$ cat config.mk
export PLATFORM = sky130hd
export DESIGN_NAME = strio_seq
export DESIGN_NICKNAME = d
export VERILOG_FILES = /design/src/rtl/strio_pkg.sv /design/src/rtl/strio_cost.sv /design/src/rtl/strio_step.sv /design/src/rtl/strio_seq.sv
export SDC_FILE = /design/constraint.sdc
export NUM_CORES = 1
export LEC_CHECK = 0
export BUFFER_PORTS_ARGS = -buffer_cell sky130_fd_sc_hd__buf_2
export CAP_MARGIN = 20
export CORE_ASPECT_RATIO = 1.2
export CORE_UTILIZATION = 49
export CTS_BUF_LIST = sky130_fd_sc_hd__clkbuf_16
export CTS_CLUSTER_DIAMETER = 60
export CTS_CLUSTER_SIZE = 8
export DETAILED_ROUTE_END_ITERATION = 8
export PLACE_DENSITY_LB_ADDON = 0.12
export RECOVER_POWER = 100
export REMOVE_ABC_BUFFERS = 1
export SLEW_MARGIN = 20
export SYNTH_ARGS = -nofsm -noshare
export SYNTH_HDL_FRONTEND = slang
export SYNTH_SLANG_ARGS = --single-unit
$ cat constraint.sdc
create_clock -name clk -period 4.8 [get_ports clk]
set_input_delay 0.72 -clock clk [delete_from_list [all_inputs] [get_ports clk]]
set_output_delay 0.72 -clock clk [all_outputs]
set_load 0.02 [all_outputs]
$ cat src/rtl/strio_pkg.sv
package strio_pkg;

    localparam int REG_W          = 16;
    localparam int CNT_W          = 32;
    localparam int ENTRY_COST     = 2;
    localparam int SETUP_COST     = 7;
    localparam int BYTE_COST      = 4;
    localparam int WORD_FAST_COST = 4;
    localparam int WORD_SLOW_COST = 8;
    localparam logic [5:0] OPC_FAMILY = 6'b011011;

    typedef enum logic [2:0] {
        S_IDLE,
        S_CHECK,
        S_FETCH,
        S_STORE,
        S_DONE
    } seq_state_e;

    typedef struct packed {
        logic is_out;
        logic is_word;
        logic rep;
        logic dir_dn;
        logic wide_bus;
        logic port_odd;
    } op_cfg_t;

    function automatic logic opc_accepted(input logic [7:0] opc);
        return opc[7:2] == OPC_FAMILY;
    endfunction

endpackage

$ cat src/rtl/strio_cost.sv
module strio_cost #(
    parameter int CW        = 32,
    parameter int SETUP     = 7,
    parameter int BYTE_C    = 4,
    parameter int WORD_FAST = 4,
    parameter int WORD_SLOW = 8
) (
    input  logic          first,
    input  logic          is_word,
    input  logic          port_odd,
    input  logic          wide_bus,
    output logic [CW-1:0] charge
);
    logic [CW-1:0] elem_c;
    logic [CW-1:0] setup_c;

    always_comb begin
        if (!is_word)
            elem_c = CW'(BYTE_C);
        else if (wide_bus && !port_odd)
            elem_c = CW'(WORD_FAST);
        else
            elem_c = CW'(WORD_SLOW);
        setup_c = first ? CW'(SETUP) : '0;
        charge  = elem_c + setup_c;
    end
endmodule

$ cat src/rtl/strio_step.sv
module strio_step #(
    parameter int W = 16
) (
    input  logic [W-1:0] idx,
    input  logic         is_word,
    input  logic         dir_dn,
    output logic [W-1:0] nxt
);
    logic [W-1:0] amt;

    assign amt = is_word ? W'(2) : W'(1);
    assign nxt = dir_dn ? (idx - amt) : (idx + amt);
endmodule

$ cat src/rtl/strio_seq.sv
module strio_seq
    import strio_pkg::*;
#(
    parameter int REG_W = strio_pkg::REG_W,
    parameter int CNT_W = strio_pkg::CNT_W
) (
    input  logic             clk,
    input  logic             rst,
    input  logic             start,
    input  logic [7:0]       opcode,
    input  logic             rep_pfx,
    input  logic             dir_flag,
    input  logic             ovr_valid,
    input  logic [REG_W-1:0] ovr_seg,
    input  logic             wide_bus,
    input  logic [REG_W-1:0] dx_in,
    input  logic [REG_W-1:0] ds_in,
    input  logic [REG_W-1:0] es_in,
    input  logic [REG_W-1:0] si_in,
    input  logic [REG_W-1:0] di_in,
    input  logic [REG_W-1:0] cx_in,
    output logic [REG_W-1:0] si_out,
    output logic [REG_W-1:0] di_out,
    output logic [REG_W-1:0] cx_out,
    output logic             busy,
    output logic             done,
    output logic [CNT_W-1:0] wait_cnt,
    output logic             mem_req,
    output logic             mem_we,
    output logic             mem_word,
    output logic [REG_W-1:0] mem_seg,
    output logic [REG_W-1:0] mem_off,
    output logic [REG_W-1:0] mem_wdata,
    input  logic [REG_W-1:0] mem_rdata,
    input  logic             mem_ack,
    output logic             io_req,
    output logic             io_we,
    output logic             io_word,
    output logic [REG_W-1:0] io_port,
    output logic [REG_W-1:0] io_wdata,
    input  logic [REG_W-1:0] io_rdata,
    input  logic             io_ack
);
    localparam int HI_W = REG_W - 8;

    seq_state_e       st;
    op_cfg_t          op;
    logic [REG_W-1:0] si_r, di_r, cx_r, dx_r, seg_r, data_r;
    logic [CNT_W-1:0] cnt_r;
    logic             first_r;

    logic [CNT_W-1:0] charge;
    logic [REG_W-1:0] idx_cur, idx_nxt;
    logic [REG_W-1:0] fetch_data;
    logic             fetch_ack, store_ack;
    logic             take_start, rep_exit;

    strio_cost #(
        .CW       (CNT_W),
        .SETUP    (SETUP_COST),
        .BYTE_C   (BYTE_COST),
        .WORD_FAST(WORD_FAST_COST),
        .WORD_SLOW(WORD_SLOW_COST)
    ) cost_i (
        .first   (first_r),
        .is_word (op.is_word),
        .port_odd(op.port_odd),
        .wide_bus(op.wide_bus),
        .charge  (charge)
    );

    strio_step #(.W(REG_W)) step_i (
        .idx    (idx_cur),
        .is_word(op.is_word),
        .dir_dn (op.dir_dn),
        .nxt    (idx_nxt)
    );

    always_comb begin
        idx_cur    = op.is_out ? si_r : di_r;
        fetch_ack  = op.is_out ? mem_ack : io_ack;
        store_ack  = op.is_out ? io_ack : mem_ack;
        fetch_data = op.is_out ? mem_rdata : io_rdata;
        take_start = (st == S_IDLE) && start && opc_accepted(opcode);
        rep_exit   = op.rep && (cx_r == '0);
    end

    always_ff @(posedge clk) begin
        if (rst) begin
            st      <= S_IDLE;
            op      <= '0;
            si_r    <= '0;
            di_r    <= '0;
            cx_r    <= '0;
            dx_r    <= '0;
            seg_r   <= '0;
            data_r  <= '0;
            cnt_r   <= '0;
            first_r <= 1'b0;
        end else begin
            unique case (st)
                S_IDLE: begin
                    if (take_start) begin
                        op.is_out   <= opcode[1];
                        op.is_word  <= opcode[0];
                        op.rep      <= rep_pfx;
                        op.dir_dn   <= dir_flag;
                        op.wide_bus <= wide_bus;
                        op.port_odd <= dx_in[0];
                        dx_r    <= dx_in;
                        seg_r   <= opcode[1] ? (ovr_valid ? ovr_seg : ds_in) : es_in;
                        si_r    <= si_in;
                        di_r    <= di_in;
                        cx_r    <= cx_in;
                        cnt_r   <= CNT_W'(ENTRY_COST);
                        first_r <= 1'b1;
                        st      <= S_CHECK;
                    end
                end
                S_CHECK: begin
                    if (rep_exit) begin
                        st <= S_DONE;
                    end else begin
                        cnt_r   <= cnt_r + charge;
                        first_r <= 1'b0;
                        if (op.rep) cx_r <= cx_r - REG_W'(1);
                        st <= S_FETCH;
                    end
                end
                S_FETCH: begin
                    if (fetch_ack) begin
                        data_r <= op.is_word ? fetch_data
                                             : {{HI_W{1'b0}}, fetch_data[7:0]};
                        st <= S_STORE;
                    end
                end
                S_STORE: begin
                    if (store_ack) begin
                        if (op.is_out) si_r <= idx_nxt;
                        else           di_r <= idx_nxt;
                        st <= op.rep ? S_CHECK : S_DONE;
                    end
                end
                S_DONE:  st <= S_IDLE;
                default: st <= S_IDLE;
            endcase
        end
    end

    always_comb begin
        busy      = (st != S_IDLE);
        done      = (st == S_DONE);
        si_out    = si_r;
        di_out    = di_r;
        cx_out    = cx_r;
        wait_cnt  = cnt_r;
        mem_req   = ((st == S_FETCH) && op.is_out) || ((st == S_STORE) && !op.is_out);
        mem_we    = (st == S_STORE);
        mem_word  = op.is_word;
        mem_seg   = seg_r;
        mem_off   = idx_cur;
        mem_wdata = data_r;
        io_req    = ((st == S_FETCH) && !op.is_out) || ((st == S_STORE) && op.is_out);
        io_we     = (st == S_STORE);
        io_word   = op.is_word;
        io_port   = dx_r;
        io_wdata  = data_r;
    end
endmodule

Word level (Yosys, flattened, before mapping)
Index checks and enable logic that the tools add are counted.

Word-level logic and storage cells: 92. Input port bits: 161. Output and inout port bits: 168. Memories: 0. Bits in registers: 138. Bits in latches: 0. Bits in read-only memories: 0. RAM bits: 0.

$mul: 0. Divide/modulo/power cells: 0. Add/subtract/negate cells: 5. Reductions and logical operators: 24. Order comparisons: 0. Shift operators: 0. Eq/ne operators: 12. Bitwise operators: 0. Mux-type cells: 36.

Operator list (number): $mux W16 (15); $mux W32 (3); $pmux W16 S2 (3); $add A32 B32 Y32 (2); $pmux W32 S2 (1); $mux W3 (6); $add A16 B16 Y16 (1); $logic_not A16 Y1 (1); $sub A16 B1 Y16 const B (1); $sub A16 B16 Y16 (1); $pmux W3 S4 (1); $reduce_and A4 Y1 (3); $ne A2 B2 Y1 const B (5); $logic_and A1 B1 Y1 (8); $eq A3 B2 Y1 const B (2); $eq A6 B5 Y1 const B (1); $reduce_and A3 Y1 (2); $mux W1 (4); $mux W4 (1); $ne A2 B1 Y1 const B (2); $reduce_and A2 Y1 (2); $reduce_bool A2 Y1 (2); $eq A3 B1 Y1 const B (1); $eq A3 B3 Y1 const B (1); 6 further kinds (8).

Logic depth before layout (Yosys ltp)
Depth in word-level cells: 8. Mapped depth: 12. Depth with buffers taken out: 11.

By module
From an unflattened synthesis, not the netlist that was laid out.

Cell total of the unflattened synthesis: 1151. Area, all modules: 9034.9 um^2.

Modules (own cells, without submodules): strio_seq (cells an instance 1022, area an instance 8075.2 um^2, instances 1, seq. area each 2742.6 um^2); strio_step (cells an instance 91, area an instance 676.9 um^2, instances 1, seq. area each 0.0 um^2); strio_cost (cells an instance 38, area an instance 282.8 um^2, instances 1, seq. area each 0.0 um^2).

Worst setup path before layout
No wires, ideal clock.

Kind: register -> register. From: register op[5] in the netlist's numbering. To: register di_r[15], in the netlist di_out[15]. Slack: 1.427 ns. Data arrival time: 3.293 ns. Cell stages (with the launch flop): 13. Required time: 4.719 ns. Cell sequence: dfxtp_1 > buf_2 > buf_2 > buf_1 > mux2i_1 > inv_1 > ha_1 > nor2b_1 > o2111a_1 > o211a_1 > o21ai_0 > or3b_2 > a41oi_1.

Cells in the longest elaborated chain, start to end: 6.

RTL lines: start: declaration (RTL line strio_seq.sv:47) `op_cfg_t op;`; $mux W16 * (RTL line strio_seq.sv:80) `idx_cur = op.is_out ? si_r : di_r;`; net mem_off[1] (RTL line strio_seq.sv:32) `output logic [REG_W-1:0] mem_off,`; $add A16 B16 Y16 / $sub A16 B16 Y16 (equally long branches) (RTL line strio_step.sv:12) `assign nxt = dir_dn ? (idx - amt) : (idx + amt);`; $mux W16 * (RTL line strio_step.sv:12); $mux W16 * (RTL line strio_seq.sv:139) `if (op.is_out) si_r <= idx_nxt;`; $mux W16 * (RTL line strio_seq.sv:138) `if (store_ack) begin`; $pmux W16 S2 * (RTL line strio_seq.sv:101) `unique case (st)`; end signal: assignment (RTL line strio_seq.sv:113) `di_r <= di_in;`; end signal: assignment (RTL line strio_seq.sv:140) `else di_r <= idx_nxt;`; end: declaration (RTL line strio_seq.sv:48) `logic [REG_W-1:0] si_r, di_r, cx_r, dx_r, seg_r, data_r;`.

The timed path passes the listed nets; every way through them passes the cells marked *. The select of a mux whose other input is x is not followed. A chain may end at the register's enable or synchronous reset.

Final worst setup path
From: register st[0]. To: register cnt_r[5], in the netlist wait_cnt[5].

Cells in the longest elaborated chain, start to end: 5.

RTL lines: start: declaration (RTL line strio_seq.sv:46) `seq_state_e st;`; start signal: assignment (RTL line strio_seq.sv:141) `st <= op.rep ? S_CHECK : S_DONE;`; $logic_not A3 Y1 (RTL line strio_seq.sv:84, strio_seq.sv:101); $logic_and A1 B1 Y1 (2 in series) (RTL line strio_seq.sv:84) `take_start = (st == S_IDLE) && start && opc_accepted(opcode);`; $ne A2 B2 Y1 (no source line); $reduce_and A3 Y1 (no source line); end signal: assignment (RTL line strio_seq.sv:115) `cnt_r <= CNT_W'(ENTRY_COST);`; end signal: assignment (RTL line strio_seq.sv:124) `cnt_r <= cnt_r + charge;`; end: declaration (RTL line strio_seq.sv:49) `logic [CNT_W-1:0] cnt_r;`.

Parallel ways exist; a longest one is shown, timed or not.

==> metrics.md <==
| Metric | Value |
|---|---|
| Status | `completed` |
| RSZ-0062 raised after global routing | `no` |
| Crit path required time | `5140 ps` |
| Final setup viols | `0` |
| Final period util | `76.47%` |
| Synth unique cells | `63` |
| F_max | `272.4 MHz` |
| Iteration-0 DRC Markers | `650` |
| CTS resizes | `0` |
| Most frequent cell after synthesis | `nand2_1` |
| DRC viols | `0` |
| DR pass1 iterations | `5` |
| Routability cong. | `0.8485` |
| CTS tree | `yes` |
| Vias/cell | `5.470` |
| Vias in the first global route | `7381` |
| Postcts setup bufs | `0` |
| Count of warnings emitted by yosys | `0` |
| P_leak | `3.892 nW` |
| Startpoint Class | `flop` |
| Post-synthesis sequential area ratio | `35.09%` |
| Max Cap Viol | `0` |
| Initial antenna violation count | `1` |
| # rows | `50` |
| DP Area | `~9400 µm²` |
| Layout net count | `1448` |
| Core area | `15580 µm²` |
| Rel. slew slack | `1.782%` |
| Yosys top cell area share | `about a third` |
| Post-synth ARST share | `0%` |
| Post-layout instance area | `9793 µm²` |
| Total grt overflow | `0` |
| Post-Syn Area | `7816 µm²` |
| Syn Area/Cell | `7.911 µm²` |
| Post-route ant nets | `0` |
| Die ar. | `16460 µm²` |
| Crit-path max cell delay | `1130 ps` |
| Final WL | `23.07 mm` |
| Critical path type | `flop to flop` |
| Synth top cells by count | `153 x nand2_1, 137 x dfxtp_1, 104 x nor2_1, 96 x a21oi_1, 48 x clkbuf_1` |
| First-pass GRT wire length | `36.25 mm` |
| CP Capture Type | `flop` |
| Hold/Removal Path Class | `flop to flop` |
| Crit path max fanout | `32` |
| I/O pin cnt | `329` |
| Number of standard cells after synthesis | `988` |
| Data arrival time of the worst path | `~4000 ps` |
| Total global-route track usage | `between 20 and 30%` |
| Clk root buf | `clkbuf_16` |
| Port Buffers | `328` |
| Clock transition at path regs | `~60 ps` |
| Main flop type after synthesis | `dfxtp_1` |
| Clock skew | `7.539 ps` |
| Synth top area cells | `dfxtp_1 35%, nand2_1 7.3%, a21oi_1 6.1%, nor2_1 5.0%, mux2i_1 4.1%` |
| Synth Register Bits | `about 140` |
| Sink Count | `137` |
| Hold Fails Final Rpt | `0` |
| Pins Over Slew Limit | `0` |
| Layout area overhead | `25.29%` |
| Hold buffers post-CTS | `0` |
| WL/cell | `between 15 and 20 µm` |
| Longest Clk Path Bufs | `2` |
| Die H | `140.4 µm` |
| Worst-margin pin slew | `approximately 1500 ps` |
| CP max stage cell | `clkbuf_1` |
| Total number of vias | `8117` |
| Cell Chain, Critical Path | `nor3_1 > nand3_1 > clkbuf_1 > nand2b_1 > a21oi_1` |
| Initial Util | `approximately half` |
| Clk_lat worst skew | `430 ps` |
| Pwr/cell area | `274.4 nW/µm²` |
| Minimum clock period | `3671 ps` |
| Worst VDD drop | `approximately 0.00024 V` |
| CTS buffer count | `17` |
| Die X | `117.3 µm` |
| Layout cells sized above 1 | `18.52%` |
| Post-synth EDFFs | `0` |
| Maximum number of pins on one net before global-route repair | `76` |
| Largest area contributor in the netlist | `dfxtp_1` |
| DP Wirelength | `16.60 mm` |
| Setup total negative slack | `0 ps` |
| CTS H-tree lvls | `4` |
## final cells by class
type | count | area (µm²)
clock buffers | 17 | 425.4
flip-flops and latches | 137 | 2744
inverters | 22 | 82.58
multi-input cells | 745 | 4582
diodes | 2 | 5.005
clock inverters | 15 | 181.4
well taps | 208 | 260.3
fillers | 1534 | 5784
repair buffers | 338 | 1513
## metrics by stage
| step | hold slack, ps | instances | setup WS [ps] | utilization, % | total power, mW |
|---|---|---|---|---|---|
| after detailed placement | 443.4 | 1450 | 1364 | 60.30 | 1.350 |
| final | 451.6 | 1484 | 1129 | 62.87 | 2.687 |
| after global routing | 467.2 | 1482 | 731.4 | 62.84 | 2.780 |
| after global placement | 439.4 | 1450 | 1453 | 60.30 | 1.349 |
| after CTS | 451.2 | 1482 | 1327 | 64.19 | 2.710 |
| after floorplan | 430.3 | 904 | 1319 | - | 1.240 |
## routing by layer
layer	global-route usage [%]	share of wire, %	wire length [µm]	up-vias
li1	-	-	-	4055
met5	0	0	0	-
met4	11.19	2.8	654	0
met3	6.794	5.7	1326	49
met2	46.25	49	11370	252
met1	34.29	42	9719	3761
## worst paths after layout
kind / startpoint / endpoint / slack (ps) / depth (start not counted)
max: st[0] / wait_cnt[5] / 1130 / 5
min: mem_seg[11] / mem_seg[11] / 450 / 2
min reg2reg: mem_seg[11] / mem_seg[11] / 450 / 2
max reg2reg: st[0] / wait_cnt[5] / 1130 / 5
## kinds of logic after synthesis
| family | synth area share [%] |
|---|---|
| buffers and inverters | 6.371 |
| flip-flops | 35.09 |
| adder cells (fa/ha/maj) | 4.450 |
| XOR/XNOR | 3.474 |
| AO/OA/AOI/OAI | 19.51 |
| AND/OR/NAND/NOR | 23.84 |
| multiplexers | 7.268 |
## power breakdown
part,total (mW),internal (mW),leakage [nW],switching [mW]
Sequential,1.15,1.14,1.10,0.00576
Combinational,0.174,0.0806,2.50,0.0936
Clock,1.36,0.859,0.291,0.506
Total,2.69,2.08,3.89,0.605
## registers in the layout, indices dropped and copies added, names as in the netlist
name and count:
wait_cnt 32, io_word 1, cx_out 16, mem_seg 16
si_out 16, first_r 1, di_out 16, st 3
io_port 16, io_wdata 16, op 4
## layout by cell type, fill, tap and decap left out, types with 5 or more instances in the layout
cell type	synthesis	final
buf_4	19	8
mux2_2	22	10
nor4b_2	5	5
nor4_1	6	6
buf_2	10	171
ha_1	23	23
nand3_1	38	38
xnor2_1	25	25
or3_1	9	9
clkbuf_16	0	17
o21ai_0	35	35
nor4_2	5	5
mux2_1	0	12
inv_1	21	21
a31oi_1	5	5
nor3_1	28	27
and3_1	12	11
a21oi_1	96	96
o21a_1	6	6
clkinv_1	1	6
clkbuf_1	48	159
o211ai_1	23	23
nand2b_1	5	5
a211oi_1	24	24
nor2_1	104	104
nand2_1	153	153
xor2_1	6	6
a21o_1	7	7
nand4_1	8	8
a311oi_1	14	14
mux2i_1	32	32
dfxtp_1	137	136
## worst max-delay path: cells and delay by family (launching register included)
kind                   cells  cell delay [ps]
flip-flops                 1              570
buffers and inverters      1             1130
AND/OR/NAND/NOR            3             1540
AO/OA/AOI/OAI              1              310
No activity file was read; power rests on OpenSTA's default activity.
